**config.mk**
```make
export PLATFORM = sky130hd
export DESIGN_NAME = shared_line_tx
export DESIGN_NICKNAME = d
export VERILOG_FILES = /design/src/rtl/stx_pkg.sv /design/src/rtl/stx_sync.sv /design/src/rtl/stx_frame.sv /design/src/rtl/stx_guard.sv /design/src/rtl/shared_line_tx.sv
export SDC_FILE = /design/constraint.sdc
export NUM_CORES = 1
export LEC_CHECK = 0
export BUFFER_PORTS_ARGS = -buffer_cell sky130_fd_sc_hd__buf_2
export CAP_MARGIN = 15
export CORE_AREA = 8 8 59 61
export CTS_BUF_LIST = sky130_fd_sc_hd__clkbuf_2
export DETAILED_ROUTE_END_ITERATION = 8
export DIE_AREA = 0 0 67 69
export GPL_ROUTABILITY_DRIVEN = 0
export PLACE_DENSITY = 0.79
export SLEW_MARGIN = 10
export SYNTH_ARGS = -nofsm -noshare
export SYNTH_HDL_FRONTEND = slang
export SYNTH_SLANG_ARGS = --single-unit
```
**constraint.sdc**
```tcl
create_clock -name clk -period 3.8 [get_ports clk]
set_clock_uncertainty 0.2 [all_clocks]
set_input_delay 0.38 -clock clk [delete_from_list [all_inputs] [get_ports clk]]
set_output_delay 0.38 -clock clk [all_outputs]
set_load 0.005 [all_outputs]
```
**src/rtl/stx_pkg.sv**
```systemverilog
package stx_pkg;

    typedef enum logic [1:0] {
        ST_IDLE = 2'd0,
        ST_DLY  = 2'd1,
        ST_EDGE = 2'd2,
        ST_SEND = 2'd3
    } tx_state_e;

    // Data-bit count selected by the length code.
    function automatic logic [3:0] frame_len(input logic [1:0] code);
        case (code)
            2'd0:    frame_len = 4'd7;
            2'd1:    frame_len = 4'd8;
            default: frame_len = 4'd9;
        endcase
    endfunction

endpackage

```
**src/rtl/stx_sync.sv**
```systemverilog
module stx_sync #(
    parameter int STAGES = 2
) (
    input  logic clk,
    input  logic rst_n,
    input  logic rxd,
    input  logic inv,
    output logic rx_line,
    output logic rx_fall
);
    typedef struct packed {
        logic [STAGES:0] chain;
    } sync_t;

    sync_t q, d;

    always_comb begin
        d = q;
        d.chain = {q.chain[STAGES-1:0], rxd};
    end

    always_ff @(posedge clk or negedge rst_n) begin
        if (!rst_n) q <= '{chain: '1};
        else        q <= d;
    end

    assign rx_line = q.chain[STAGES-1];
    // logical 1 -> 0 between the previous and current synchronised sample
    assign rx_fall = (q.chain[STAGES] ^ inv) & ~(q.chain[STAGES-1] ^ inv);
endmodule

```
**src/rtl/stx_frame.sv**
```systemverilog
module stx_frame
    import stx_pkg::*;
#(
    parameter int DATA_W = 9
) (
    input  logic              clk,
    input  logic              rst_n,
    input  logic              bit_tick,
    input  logic              tx_en,
    input  logic              edge_start,
    input  logic              start_edge,
    input  logic              inv,
    input  logic [1:0]        len,
    input  logic              load_valid,
    input  logic [DATA_W-1:0] load_data,
    output logic              txd,
    output logic              sending,
    output logic              busy
);
    localparam int CW = $clog2(DATA_W + 2);
    localparam int IW = $clog2(DATA_W);

    typedef struct packed {
        tx_state_e         state;
        logic [CW-1:0]     cnt;
        logic [DATA_W-1:0] data;
        logic              pend;
        logic              txd;
    } fr_t;

    fr_t q, d;
    logic [CW-1:0] last;
    logic [CW-1:0] idx;
    logic          lvl;

    always_comb begin
        d    = q;
        last = CW'(frame_len(len)) + CW'(1);
        unique case (q.state)
            ST_IDLE: begin
                if (!q.pend && load_valid) begin
                    d.pend = 1'b1;
                    d.data = load_data;
                end else if (q.pend && tx_en) begin
                    d.state = edge_start ? ST_EDGE : ST_DLY;
                end
            end
            ST_DLY: begin
                if (!tx_en) d.state = ST_IDLE;
                else if (bit_tick) begin
                    d.state = ST_SEND;
                    d.cnt   = '0;
                end
            end
            ST_EDGE: begin
                if (!tx_en) d.state = ST_IDLE;
                else if (start_edge) begin
                    d.state = ST_SEND;
                    d.cnt   = '0;
                end
            end
            ST_SEND: begin
                if (bit_tick) begin
                    if (!tx_en || q.cnt == last) begin
                        d.state = ST_IDLE;
                        d.pend  = 1'b0;
                    end else begin
                        d.cnt = q.cnt + CW'(1);
                    end
                end
            end
            default: d.state = ST_IDLE;
        endcase

        // Line level of the bit selected by the next state.
        idx = d.cnt - CW'(1);
        lvl = 1'b1;
        if (d.state == ST_SEND) begin
            if (d.cnt == '0)     lvl = 1'b0;
            else if (d.cnt < last) lvl = d.data[idx[IW-1:0]];
        end
        d.txd = lvl ^ inv;
    end

    always_ff @(posedge clk or negedge rst_n) begin
        if (!rst_n) q <= '{state: ST_IDLE, cnt: '0, data: '0, pend: 1'b0, txd: 1'b1};
        else        q <= d;
    end

    assign txd     = q.txd;
    assign sending = (q.state == ST_SEND);
    assign busy    = q.pend;
endmodule

```
**src/rtl/stx_guard.sv**
```systemverilog
module stx_guard #(
    parameter int DELAY = 2
) (
    input  logic clk,
    input  logic rst_n,
    input  logic txd,
    input  logic sending,
    input  logic bit_tick,
    input  logic ext_strobe,
    input  logic sample_ext,
    input  logic rx_line,
    input  logic auto_off,
    input  logic coll_clr,
    input  logic te_set,
    input  logic te_clr,
    output logic coll_flag,
    output logic tx_en
);
    typedef struct packed {
        logic [DELAY-1:0] hist;
        logic             flag;
        logic             te;
    } gd_t;

    gd_t  q, d;
    logic point;
    logic hit;

    always_comb begin
        d      = q;
        d.hist = {q.hist[DELAY-2:0], txd};
        point  = sample_ext ? ext_strobe : bit_tick;
        // driven level aged by the receive synchroniser latency
        hit    = sending && point && (q.hist[DELAY-1] != rx_line);
        d.flag = hit | (q.flag & ~coll_clr);
        if (hit && auto_off) d.te = 1'b0;
        else if (te_clr)     d.te = 1'b0;
        else if (te_set)     d.te = 1'b1;
    end

    always_ff @(posedge clk or negedge rst_n) begin
        if (!rst_n) q <= '{hist: '1, flag: 1'b0, te: 1'b0};
        else        q <= d;
    end

    assign coll_flag = q.flag;
    assign tx_en     = q.te;
endmodule

```
**src/rtl/shared_line_tx.sv**
```systemverilog
module shared_line_tx #(
    parameter int DATA_W      = 9,
    parameter int SYNC_STAGES = 2
) (
    input  logic              clk,
    input  logic              rst_n,
    input  logic              bit_tick,
    input  logic              ext_strobe,
    input  logic              cfg_sample_ext,
    input  logic              cfg_auto_off,
    input  logic              cfg_edge_start,
    input  logic              cfg_invert,
    input  logic [1:0]        cfg_len,
    input  logic              te_set,
    input  logic              te_clr,
    input  logic              coll_clr,
    input  logic              load_valid,
    input  logic [DATA_W-1:0] load_data,
    input  logic              rxd,
    output logic              txd,
    output logic              busy,
    output logic              coll_flag,
    output logic              tx_en
);
    logic rx_line;
    logic rx_fall;
    logic sending;

    stx_sync #(.STAGES(SYNC_STAGES)) u_sync (
        .clk     (clk),
        .rst_n   (rst_n),
        .rxd     (rxd),
        .inv     (cfg_invert),
        .rx_line (rx_line),
        .rx_fall (rx_fall)
    );

    stx_frame #(.DATA_W(DATA_W)) u_frame (
        .clk        (clk),
        .rst_n      (rst_n),
        .bit_tick   (bit_tick),
        .tx_en      (tx_en),
        .edge_start (cfg_edge_start),
        .start_edge (rx_fall),
        .inv        (cfg_invert),
        .len        (cfg_len),
        .load_valid (load_valid),
        .load_data  (load_data),
        .txd        (txd),
        .sending    (sending),
        .busy       (busy)
    );

    stx_guard #(.DELAY(SYNC_STAGES)) u_guard (
        .clk        (clk),
        .rst_n      (rst_n),
        .txd        (txd),
        .sending    (sending),
        .bit_tick   (bit_tick),
        .ext_strobe (ext_strobe),
        .sample_ext (cfg_sample_ext),
        .rx_line    (rx_line),
        .auto_off   (cfg_auto_off),
        .coll_clr   (coll_clr),
        .te_set     (te_set),
        .te_clr     (te_clr),
        .coll_flag  (coll_flag),
        .tx_en      (tx_en)
    );
endmodule

```
==> reports/summary.log <==
qor: outcome.run_status completed
qor: cts.ctsResizeCount 0
qor: route.wl_met1 1.20 mm
qor: route.wl_per_cell 15.6 um
qor: finish.layout-drive-gt1-share 0.325
qor: floorplan.fp.dieW 67 um
qor: route.highest-signal-layer met4
qor: worst_setup_path.startpoint_type register
qor: timing.setup_viol 0
qor: global_routing.number_of_global_route_vias_before_repair 1216
qor: worst_setup_path.worst_ep_arrival_time 3.47 ns
qor: worst_setup_path.worstSetupEndpointType register
qor: synth.synth-seq-area-share 0.435
qor: synth.synthCells 135
qor: place.placed_cell_area 1560 um2
qor: cts.cts_buffers 3
qor: cts.tritoncts_num_sinks 24
qor: timing.grt_setup_unrepaired false
qor: floorplan.die-height 69 um
qor: floorplan.core_region_area 2620 um2
qor: timing.timing.fmax 0.296 GHz
qor: cts.cts-hold-fix-buffers 4
qor: finish.n_diodes 0
qor: route.first_pass_iters 4
qor: route.drtAntennaViolNets 0
qor: cts.ctsLongestPathBuffers 2
qor: hold_path.hold_path.class in -> reg
qor: route.detail_route.wirelength 3.07 mm
qor: cts.setup_fix_buffers_added_after_clock_tree_synthesis 0
qor: global_routing.initial_antenna_violation_count 0
qor: route.wl_met3 208 um
qor: timing.layout_min_cycle_time 3.37 ns
qor: finish.postLayoutCellArea 1650 um2
qor: finish.design.final.nets 195
qor: worst_setup_path.critical_path.max_fanout 3
qor: synth.ys_warns 0
qor: floorplan.die_area 4620 um2
qor: global_routing.largest_net_degree_at_the_start_of_global_routing 25
qor: cts.clock_pin_transition_on_the_worst_setup_and_hold_timing_paths 0.22 ns
qor: route.detailroute.wirelength.met2 1.60 mm
qor: floorplan.fp-row-count 19
qor: route.drc_errors 0
qor: synth.ys_types 49
qor: synth.synth-edff-count 0
qor: synth.synthesis.area_per_instance 10.3 um2
qor: global_routing.gr-total-overflow 0
qor: route.initialDrtViolationCount 80
qor: pwr.post-layout-total-power 0.000937 W
qor: timing.worst_slew_margin_rel 0.654
qor: route.routed-via-count 1160
qor: pwr.vdd_ir_drop_max 0.463 mV
qor: cts.tritoncts yes
qor: flow_run.cap_viol_max_count 0
qor: synth.synth-main-ff-cell dfrtp_1
qor: synth.syn-num-nets 163
qor: place.placement.io_buffers 27
qor: cts.clock_tree.htree_level_count 1
qor: pwr.power.density 569 nW/um2
qor: route.drt-vias-per-instance 5.89
qor: synth.yosys_register_bits 24
qor: place.detailed_place_hpwl 2.37 mm
qor: global_routing.all_layer_gr_usage 0.133
qor: timing.holdWs 0.0610 ns
qor: worst_setup_path.required 3.90 ns
qor: global_routing.global_route_wire_length_before_repair 5.05 mm
qor: synth.synth_area 1400 um2
qor: pwr.static-leakage-power 0.783 nW
qor: worst_setup_path.critPathKind reg -> reg
qor: cts.clk_latency 0.34 ns
qor: finish.area_growth_syn_to_layout 18.0%
qor: floorplan.design.portCount 28
qor: synth.async_flop_share 1.00
qor: timing.setup-tns-final 0 ns
qor: timing.final_min_period_over_clock_period 0.888
qor: place.preCtsSetupSlack 0.403 ns
qor: floorplan.start_util 0.534
qor: cts.cts_root_buffer clkbuf_2
qor: timing.setup_ws 0.427 ns
qor: timing.hold_viol_final 0
qor: timing.worst-slew-pin-transition 0.519 ns
qor: timing.finalMaxSlewViolations 0
[worst paths after layout]
path	startpoint	end	slack [ns]	cells after the start
setup / recovery	u_sync.q[2]	u_frame.txd	0.43	11
hold / removal	load_data[7]	u_frame.q[9]	0.06	3
setup reg to reg	u_sync.q[2]	u_frame.txd	0.43	11
hold reg to reg	u_sync.q[0]	u_sync.q[1]	0.17	0
max in group asynchronous	rst_n	u_guard.d[3]	2.73	2
min in group asynchronous	rst_n	u_frame.q[4]	0.31	2
[critical path, stage by stage (launching register included)]
cell	delay, ns
dfstp_2	0.57
or3b_4	0.40
a211o_2	0.36
o211ai_1	0.12
nand2_1	0.14
ha_1	0.32
inv_1	0.06
a31oi_1	0.04
o31a_1	0.25
or4_4	0.49
a211o_1	0.24
o2111a_1	0.14
[layer usage]
layer,global-route usage,vias up
li1,-,548
met1,0.143,552
met2,0.236,51
met3,0.0355,9
met4,0.0488,0
met5,0,-
[registers in the layout, indices dropped and copies added (netlist names)]
| register | cells |
|---|---|
| u_frame.busy | 1 |
| u_guard.tx_en | 1 |
| u_frame.txd | 1 |
| u_frame.q | 15 |
| u_sync.q | 3 |
| u_guard.coll_flag | 1 |
| u_guard.d | 1 |
| u_guard.q | 1 |
[stage by stage]
step                      instances  utilization
after global placement          189        0.598
after floorplan                 135            -
final                           197        0.630
after CTS                       197        0.630
after detailed placement        189        0.598
after global routing            197        0.630
[Yosys cell counts (2+ instances only)]
cell / count / area, um2
nand2_1: 10 / 37.5
o21ai_0: 6 / 30.0
xnor2_1: 3 / 26.3
and3_1: 2 / 12.5
mux2i_1: 9 / 90.1
a21o_1: 3 / 22.5
ha_1: 4 / 50.1
clkbuf_1: 3 / 11.3
a21oi_1: 3 / 15.0
nand4_1: 3 / 18.8
nor2_1: 3 / 11.3
nor3_1: 2 / 10.0
dfrtp_1: 18 / 450
a31oi_1: 3 / 18.8
nand3b_1: 2 / 15.0
inv_1: 13 / 48.8
nand3_1: 6 / 30.0
mux2_2: 5 / 56.3
dfstp_2: 6 / 158
buf_2: 2 / 10.0
[cells in the final DEF (no fill, tap or decap), drive strengths merged, types with 3 or more instances in the layout]
cell	Yosys	layout
a21o	3	3
a21oi	3	3
a31oi	3	3
buf	2	28
clkbuf	3	3
dfrtp	18	18
dfstp	6	6
dlygate4sd3	0	4
ha	4	4
inv	14	14
mux2	5	5
mux2i	9	9
nand2	10	10
nand3	6	6
nand4	3	3
nor2	3	3
o21ai	6	6
xnor2	3	3
[area by class of cell]
class,instances,area [um2]
inverters,14,52.6
multi-input cells,92,721
well taps,31,38.8
repair buffers,32,183
fillers,224,967
clock inverters,1,30.0
clock buffers,3,15.0
flip-flops and latches,24,608
[cells by family after synthesis]
logic type | count (synthesis) | share of synthesized area
other | 1 | 0.00269
flip-flops | 24 | 0.435
AND/OR/NAND/NOR | 39 | 0.168
AO/OA/AOI/OAI | 30 | 0.176
multiplexers | 14 | 0.105
adder cells (fa/ha/maj) | 4 | 0.0358
buffers and inverters | 19 | 0.0529
XOR/XNOR | 4 | 0.0251
[power by group]
part	internal, W	switching [W]	total [W]
logic	0.000169	0.000184	0.000353
registers	0.000348	0.0000698	0.000418
clock network	0.0000907	0.0000757	0.000166
total	0.000607	0.000330	0.000937
No activity file was read; power rests on OpenSTA's default activity.
